File: config.mk
export PLATFORM = sky130hd
export DESIGN_NAME = rsl_stage
export DESIGN_NICKNAME = d
export VERILOG_FILES = /design/src/rtl/rsl_pkg.sv /design/src/rtl/rsl_prof_bank.sv /design/src/rtl/rsl_round.sv /design/src/rtl/rsl_limit.sv /design/src/rtl/rsl_stage.sv
export SDC_FILE = /design/constraint.sdc
export NUM_CORES = 1
export LEC_CHECK = 0
export BUFFER_PORTS_ARGS = -buffer_cell sky130_fd_sc_hd__buf_2
export CAP_MARGIN = 30
export CORE_MARGIN = 3
export CORE_UTILIZATION = 60
export DETAILED_ROUTE_END_ITERATION = 8
export PLACE_DENSITY_LB_ADDON = 0.25
export SYNTH_ARGS = -nofsm -noshare
export SYNTH_HDL_FRONTEND = slang
export SYNTH_SLANG_ARGS = --single-unit
export TNS_END_PERCENT = 10
File: constraint.sdc
create_clock -name clk_i -period 14.3 [get_ports clk_i]
set_input_delay 1.43 -clock clk_i [delete_from_list [all_inputs] [get_ports clk_i]]
set_output_delay 1.43 -clock clk_i [all_outputs]
set_load 0.02 [all_outputs]
File: src/rtl/rsl_pkg.sv
package rsl_pkg;
  parameter int OUT_W = 16;
  parameter int WIN_W = 5;

  typedef struct packed {
    logic [WIN_W-1:0]        win;
    logic                    rnd;
    logic signed [OUT_W-1:0] hi;
    logic signed [OUT_W-1:0] lo;
  } prof_t;

  function automatic prof_t prof_rst();
    prof_t p;
    p.win = '0;
    p.rnd = 1'b0;
    p.hi  = {1'b0, {(OUT_W-1){1'b1}}};
    p.lo  = {1'b1, {(OUT_W-1){1'b0}}};
    return p;
  endfunction
endpackage

File: src/rtl/rsl_prof_bank.sv
module rsl_prof_bank
  import rsl_pkg::*;
#(
  parameter int NPROF = 16,
  localparam int AW = $clog2(NPROF)
) (
  input  logic          clk_i,
  input  logic          rst_ni,
  input  logic          we_i,
  input  logic [AW-1:0] waddr_i,
  input  prof_t         wdata_i,
  input  logic [AW-1:0] rsel_i,
  output prof_t         rdata_o,
  output prof_t         tab_o [NPROF]
);
  prof_t tab_q [NPROF];

  for (genvar g = 0; g < NPROF; g++) begin : g_ent
    always_ff @(posedge clk_i or negedge rst_ni) begin
      if (!rst_ni)                          tab_q[g] <= prof_rst();
      else if (we_i && waddr_i == AW'(g))   tab_q[g] <= wdata_i;
    end
  end

  assign rdata_o = tab_q[rsel_i];
  assign tab_o   = tab_q;
endmodule

File: src/rtl/rsl_round.sv
module rsl_round
  import rsl_pkg::*;
#(
  parameter int ACC_W = 32
) (
  input  logic                    clk_i,
  input  logic                    rst_ni,
  input  logic                    valid_i,
  input  logic signed [ACC_W-1:0] acc_i,
  input  prof_t                   prof_i,
  output logic                    valid_o,
  output logic signed [ACC_W:0]   sum_o,
  output logic [WIN_W-1:0]        sh_o,
  output logic signed [OUT_W-1:0] hi_o,
  output logic signed [OUT_W-1:0] lo_o
);
  localparam logic [WIN_W-1:0] MAX_SH = WIN_W'(ACC_W - OUT_W);

  logic [WIN_W-1:0]      sh;
  logic signed [ACC_W:0] ext, inc;

  always_comb begin
    sh  = (prof_i.win > MAX_SH) ? MAX_SH : prof_i.win;
    ext = {acc_i[ACC_W-1], acc_i};
    // half-LSB of the chosen window
    inc = (prof_i.rnd && sh != '0) ? ((ACC_W+1)'(1) << (sh - 1'b1)) : '0;
  end

  always_ff @(posedge clk_i or negedge rst_ni) begin
    if (!rst_ni) begin
      valid_o <= 1'b0;
      sum_o   <= '0;
      sh_o    <= '0;
      hi_o    <= '0;
      lo_o    <= '0;
    end else begin
      valid_o <= valid_i;
      sum_o   <= ext + inc;
      sh_o    <= sh;
      hi_o    <= prof_i.hi;
      lo_o    <= prof_i.lo;
    end
  end
endmodule

File: src/rtl/rsl_limit.sv
module rsl_limit
  import rsl_pkg::*;
#(
  parameter int ACC_W = 32
) (
  input  logic                    clk_i,
  input  logic                    rst_ni,
  input  logic                    valid_i,
  input  logic signed [ACC_W:0]   sum_i,
  input  logic [WIN_W-1:0]        sh_i,
  input  logic signed [OUT_W-1:0] hi_i,
  input  logic signed [OUT_W-1:0] lo_i,
  output logic                    valid_o,
  output logic signed [OUT_W-1:0] dout_o
);
  localparam logic signed [ACC_W:0] POS_LIM = (ACC_W+1)'((64'sd1 <<< (OUT_W-1)) - 1);
  localparam logic signed [ACC_W:0] NEG_LIM = -POS_LIM - 1;

  logic signed [ACC_W:0]   shf;
  logic signed [OUT_W-1:0] sat, res;

  always_comb begin
    shf = sum_i >>> sh_i;
    if (shf > POS_LIM)      sat = POS_LIM[OUT_W-1:0];
    else if (shf < NEG_LIM) sat = NEG_LIM[OUT_W-1:0];
    else                    sat = shf[OUT_W-1:0];
    if (sat > hi_i)         res = hi_i;
    else if (sat < lo_i)    res = lo_i;
    else                    res = sat;
  end

  always_ff @(posedge clk_i or negedge rst_ni) begin
    if (!rst_ni) begin
      valid_o <= 1'b0;
      dout_o  <= '0;
    end else begin
      valid_o <= valid_i;
      if (valid_i) dout_o <= res;
    end
  end
endmodule

File: src/rtl/rsl_stage.sv
module rsl_stage
  import rsl_pkg::*;
#(
  parameter int ACC_W = 32,
  parameter int NPROF = 16,
  localparam int AW = $clog2(NPROF)
) (
  input  logic                    clk_i,
  input  logic                    rst_ni,
  input  logic                    cfg_we_i,
  input  logic [AW-1:0]           cfg_addr_i,
  input  logic [WIN_W-1:0]        cfg_win_i,
  input  logic                    cfg_rnd_i,
  input  logic [OUT_W-1:0]        cfg_hi_i,
  input  logic [OUT_W-1:0]        cfg_lo_i,
  input  logic                    in_valid_i,
  input  logic [ACC_W-1:0]        acc_i,
  input  logic [AW-1:0]           sel_i,
  output logic                    valid_o,
  output logic [OUT_W-1:0]        dout_o
);
  prof_t                   wdata, prof_rd;
  prof_t                   prof_tab [NPROF];
  logic                    s1_valid;
  logic signed [ACC_W:0]   s1_sum;
  logic [WIN_W-1:0]        s1_sh;
  logic signed [OUT_W-1:0] lim_hi_q, lim_lo_q, dout_s;

  assign wdata = '{win: cfg_win_i, rnd: cfg_rnd_i, hi: cfg_hi_i, lo: cfg_lo_i};

  rsl_prof_bank #(.NPROF(NPROF)) u_bank (
    .clk_i, .rst_ni,
    .we_i(cfg_we_i), .waddr_i(cfg_addr_i), .wdata_i(wdata),
    .rsel_i(sel_i), .rdata_o(prof_rd), .tab_o(prof_tab)
  );

  rsl_round #(.ACC_W(ACC_W)) u_round (
    .clk_i, .rst_ni,
    .valid_i(in_valid_i), .acc_i(acc_i), .prof_i(prof_rd),
    .valid_o(s1_valid), .sum_o(s1_sum), .sh_o(s1_sh),
    .hi_o(lim_hi_q), .lo_o(lim_lo_q)
  );

  rsl_limit #(.ACC_W(ACC_W)) u_limit (
    .clk_i, .rst_ni,
    .valid_i(s1_valid), .sum_i(s1_sum), .sh_i(s1_sh),
    .hi_i(lim_hi_q), .lo_i(lim_lo_q),
    .valid_o(valid_o), .dout_o(dout_s)
  );

  assign dout_o = dout_s;
endmodule

=== Word-level counts from Yosys, hierarchy flattened ===
Index checks and enable logic that the tools add are counted.

* Bits in registers: 696
* Input bits: 82
* Output and inout bits: 17
* Logic and storage cells: 125

* Add/sub/neg operators: 2
* $lt $le $gt $ge: 6
* Eq/ne operators: 15
* Shift operators: 2
* Muxes and demuxes: 9
* Bitwise gates (word level): 1
* Reductions and logical operators: 19

{| class="wikitable"
|+ Operators with widths
! operator !! number
|-
| $bmux 38 s4 || 1
|-
| $mux 38 || 2
|-
| $mux 16 || 4
|-
| $add 32x33->33 || 1
|-
| $gt 33x16->1 const B || 1
|-
| $lt 33x16->1 const B || 1
|-
| $mux 33 || 1
|-
| $shl 1x5->33 const A || 1
|-
| $sshr 33x5->33 || 1
|-
| $eq 4x4->1 const B || 8
|-
| $logic_and 1x1->1 || 17
|-
| $eq 4x3->1 const B || 4
|-
| $gt 16x16->1 || 1
|-
| $lt 16x16->1 || 1
|-
| $eq 4x2->1 const B || 2
|-
| $ge 5x5->1 const B || 1
|-
| $gt 5x5->1 const B || 1
|-
| $mux 5 || 1
|-
| $not 4->5 || 1
|-
| $reduce_bool 5->1 || 1
|-
| $sub 5x1->5 const B || 1
|-
| $eq 4x1->1 const B || 1
|-
| $logic_not 4->1 || 1
|}

=== Depth between registers and ports, before layout ===
* Depth in word-level cells: 10
* Mapped depth: 23
* Mapped depth without buffers: 18

=== Modules after synthesis ===
Synthesis repeated with hierarchy kept, for this count alone.

* Cells, all modules: 2,513
* Area, all modules: 35,356.4 µm²

{| class="wikitable"
|+ Modules (own cells, without submodules)
! module !! instances !! cells each !! area each (µm²) !! sequential area each (µm²)
|-
| rsl_prof_bank || 1 || 1,664 || 27,631.5 || 15,534.9
|-
| rsl_limit || 1 || 500 || 3,980.1 || 425.4
|-
| rsl_round || 1 || 349 || 3,744.8 || 1,776.7
|}

=== Worst setup path before layout ===
Ideal clock, no wire load.

* Path kind: input-to-reg
* Start point: input sel_i[0]
* End point: register u_round.sum_o[28]
* Library setup time: 0.080 ns
* Data arrival time: 6.366 ns
* Required time: 14.220 ns
* Setup slack: 7.854 ns
* Stages: 20
* Path buffers: 3
* Cells stage by stage: buf_2 -> buf_2 -> buf_2 -> mux4_2 -> mux4_2 -> inv_1 -> nor2_1 -> xnor2_1 -> nor2_1 -> ha_1 -> fa_1 -> a21oi_1 -> o221ai_1 -> a221oi_1 -> o221a_2 -> a21oi_1 -> a31oi_1 -> o21ai_0 -> a31oi_1 -> xnor2_1

* Word-level cells in the longest chain between the ends: 10
* Elaborated cells on any way between the ends: 12
* Classes of those cells: add/sub: 2; order compare: 1; shift: 1; mux: 5; bitwise: 1; reduce/logical: 2

{| class="wikitable"
|+ Ends and longest elaborated chain
! what !! line !! source
|-
| start: declaration || rsl_stage.sv:18 || <nowiki>input logic [AW-1:0] sel_i,</nowiki>
|-
| $not 4->5 (not written as such) (*) || rsl_prof_bank.sv:25 || <nowiki>assign rdata_o = tab_q[rsel_i];</nowiki>
|-
| $bmux 38 s4 (*) || rsl_prof_bank.sv:25 ||
|-
| $mux 38 (not written as such) (*) (2 in series) || rsl_prof_bank.sv:25 ||
|-
| $gt 5x5->1 || rsl_round.sv:23 || <nowiki>sh = (prof_i.win > MAX_SH) ? MAX_SH : prof_i.win;</nowiki>
|-
| $mux 5 (*) || rsl_round.sv:23 ||
|-
| via u_round.sh[3] || rsl_round.sv:19 || <nowiki>logic [WIN_W-1:0] sh;</nowiki>
|-
| $sub 5x1->5 / $reduce_bool 5->1 (equally long branches) || rsl_round.sv:26 || <nowiki>inc = (prof_i.rnd && sh != '0) ? ((ACC_W+1)'(1) << (sh - 1'b1)) : '0;</nowiki>
|-
| $shl 1x5->33 / $logic_and 1x1->1 (equally long branches) || rsl_round.sv:26 ||
|-
| $mux 33 (*) || rsl_round.sv:26 ||
|-
| $add 32x33->33 (*) || rsl_round.sv:38 || <nowiki>sum_o <= ext + inc;</nowiki>
|-
| end signal: assignment || rsl_round.sv:38 ||
|-
| end: declaration || rsl_round.sv:12 || <nowiki>output logic signed [ACC_W:0] sum_o,</nowiki>
|}

The timed path passes the listed nets; every way through them passes the cells marked *. The select of a mux whose other input is x is not followed.
A chain may end at the register's enable or synchronous reset.

=== Worst setup path in the final report ===
* Start point: input sel_i[1]
* End point: register u_round.sum_o[28]

The elaborated chain is that of the path after synthesis.

==> run_results.csv <==
group,metric,value,unit
flow_run,maxCapViolations,0,
detailed_routing,drtPass1Iterations,5,
floorplan,rows,87,
yosys,ys_ff_latch,696,
floorplan,die_w,247,um
sta,finalCritPeriodShare,0.491,
yosys,netlist_top_cells_count,"629 x mux2_2, 440 x dfrtp_1, 256 x dfstp_2",
yosys,synth_top_cell_by_area,"dfrtp_1",
place,pre_cts_ws,6110,ps
clocking,cts_tree,"built",
clocking,cts_hold_buf,0,
sta,setup_viol_count_final,0,
detailed_routing,avgRoutedWirePerCell,25.6,um
outcome,outcome,"finished, final reports clean",
power_and_ir_drop,switching_share,0.293,
global_routing,grt_pass1_wl,129000,um
finish,postLayoutCoreUtil,0.676,
sta,timing.hold.ws,500,ps
global_routing,grt_pass1_vias,22100,
sta,setup_slack,7270,ps
global_routing,grt_overflow,0,
yosys,synth_edf_count,0,
sta,worstMarginPinSlew,1080,ps
finish,seqCellArea,17700,sq um
sta,min_period,7030,ps
sta,slew_headroom,0.281,
detailed_routing,drt_iter0_drc,1424,
sta,finalClockSkew,24.1,ps
floorplan,chipHeight,247,um
clocking,cts-root-buf,"clkbuf_16",
critical_path,cp_max_fo,56,
floorplan,start_util,0.612,
floorplan,core,56900,sq um
floorplan,dieArea,61000,sq um
clocking,ctsHtreeMaxLevel,3,
finish,area_growth,10.5,%
place,dp_hpwl,49600,um
power_and_ir_drop,max-vdd-ir-drop,97.8,uV
clocking,ctsResizeCount,0,
yosys,ys_types,72,
power_and_ir_drop,power.switching,1.90,mW
yosys,syn_inst,2349,
detailed_routing,drc,0,
yosys,synth_top_area_share,0.316,
place,numPortBuffers,98,
power_and_ir_drop,p_comb_frac,0.271,
finish,final_nets,2544,
global_routing,grtUsageTotal,0.279,
place,placed_cell_area,36000,sq um
clocking,cts.clk_slew.worst_paths,60,ps
power_and_ir_drop,pwr-share-clk,0.289,
clocking,cts_made_buffers,75,
yosys,synth_area_per_cell,14.8,sq um
critical_path,crit_arrival,7550,ps
finish,multi_input_area,16300,sq um
yosys,synthArstFlopShare,1.00,
global_routing,grt_max_degree,87,
yosys,yosys_warnings,0,
yosys,yosysMostFrequentCell,"mux2_2",
detailed_routing,drt-total-wl,82400,um
min_path,hp-class,"flop to flop",
place,gp_congestion,0.919,
power_and_ir_drop,finalPower,6.49,mW
clocking,clock-sinks,696,
power_and_ir_drop,p_int,4.58,mW
yosys,synthFlopType,"dfrtp_1",
finish,finalNonFillerCells,3217,
sta,tns,0,ps
sta,slew_violations,0,
finish,final_layout_size_suffix_gt1_frac,0.566,
power_and_ir_drop,leakage,16.0,nW
critical_path,crit_path_end_kind,"flop",
clocking,clkLatencyLatePin,610,ps
detailed_routing,num_vias,20700,
sta,final_hold_viol_count,0,
critical_path,crit_required,14820,ps
floorplan,num_io_pins,99,
finish,fill_cells,3842,
power_and_ir_drop,share_seq_of_total_power,0.439,
yosys,netlist_area,34800,sq um
place,dpl.cell_count,3072,
detailed_routing,viasPerCell,6.42,
finish,design_area,38500,sq um
power_and_ir_drop,power_density,168,nW/um^2
critical_path,critPathKind,"input port to flop",
clocking,cts_max_path_buffers,3,
global_routing,antenna_found_initial,5,
critical_path,worstSetupStartpointType,"input port",
sta,fmax,142,MHz
detailed_routing,antenna_left,0,
yosys,yosys-top-cells-area,"dfrtp_1 32%, mux2_2 20%, dfstp_2 19%",
yosys,seq_area_frac_synth,0.509,
clocking,post-cts-setup-buffers,0,
sta,rsz0062_at_grt,"no",
-- flip-flops by register name, summed over array words and instances, names as in the netlist --
name	cells
u_bank.tab_o	608
u_round.sum_o	33
u_limit.dout_o	16
u_round.hi_o	16
u_round.lo_o	16
u_round.sh_o	5
u_limit.valid_o	1
u_round.valid_o	1
-- cell type report --
class	count	share of cell area
Inverter	44	0.00429
Clock buffer	109	0.0546
Multi-Input combinational cell	1440	0.423
Antenna cell	3	0.000195
Tap cell	756	0.0246
Sequential cell	696	0.461
Clock inverter	28	0.00731
Timing Repair Buffer	141	0.0255
-- path summary, 6_finish.rpt --
path	startpoint	end	slack [ps]	depth (start not counted)
max in group asynchronous	rst_ni	u_bank.tab_o[572]	11580	4
worst max register to register	u_round.sh_o[0]	u_limit.dout_o[12]	8420	16
worst min-delay path	u_bank.tab_o[199]	u_bank.tab_o[199]	500	1
min in group asynchronous	rst_ni	u_round.sum_o[23]	790	1
worst min register to register	u_bank.tab_o[199]	u_bank.tab_o[199]	500	1
worst max-delay path	sel_i[1]	u_round.sum_o[28]	7270	20
-- layer usage --
metal	vias up	wire, um	GRT usage
li1	8910	-	-
met1	11000	35300	0.383
met2	569	40400	0.453
met3	144	4780	0.0569
met4	4	1940	0.0875
met5	-	26	0
-- cells by family (layout without fill, tap and decap cells) --
group / count (synthesis) / count (layout) / share of synthesized area
compound gates: 214 / 214 / 0.0409
buf+inv: 228 / 322 / 0.0275
simple gates: 226 / 226 / 0.0313
flops: 696 / 696 / 0.509
fa+ha+maj: 64 / 64 / 0.0232
other cells: 1 / 19 / 0.000108
xor+xnor: 31 / 31 / 0.00779
mux: 889 / 889 / 0.360
-- layout by cell type, fill, tap and decap left out, types with 5 or more instances in the layout --
cell type / synthesis / layout
a211oi_1: 8 / 8
a21o_1: 25 / 25
a21oi_1: 53 / 53
a31oi_1: 7 / 7
and2_1: 7 / 7
and3_1: 8 / 8
buf_16: 0 / 7
buf_2: 14 / 94
buf_4: 6 / 37
clkbuf_1: 121 / 24
clkbuf_16: 0 / 75
clkbuf_8: 0 / 10
clkinv_2: 0 / 10
clkinvlp_4: 0 / 5
conb_1: 1 / 16
dfrtp_1: 440 / 439
dfstp_2: 256 / 256
ha_1: 63 / 63
inv_1: 43 / 43
mux2_2: 629 / 629
mux2i_1: 31 / 31
mux4_1: 6 / 6
mux4_2: 220 / 220
nand2_1: 68 / 67
nand2b_1: 21 / 17
nand3_1: 12 / 12
nand4_1: 5 / 5
nor2_1: 59 / 50
nor2_4: 0 / 9
nor2b_1: 13 / 12
nor3_1: 9 / 9
nor4_1: 8 / 8
o21a_1: 8 / 8
o21ai_0: 45 / 45
o22ai_1: 17 / 17
xnor2_1: 19 / 19
xor2_1: 12 / 12
-- critical path: stages --
cell and delay [ps]:
buf_6 390, buf_4 780, mux4_2 430, mux4_2 490, nor2b_1 210, nor2_1 210, nand2_1 130, xnor2_1 190
nor2_1 80, ha_1 200, fa_1 410, a21oi_1 230, o221ai_1 240, a221oi_1 560, o221a_2 320, a21oi_1 90
a31oi_1 380, o21ai_0 330, a31oi_1 270, xnor2_1 130
-- power groups by stage --
stage               logic (mW)  registers (mW)  clock network [mW]
floorplan                 1.35            2.78                   0
global placement          1.69            2.83                   0
detailed placement        1.74            2.87                   0
CTS                       1.76            2.84                1.91
global route              1.91            2.90                1.99
finish                    1.76            2.85                1.88
Note: power is estimated with default switching activity, not from simulation.
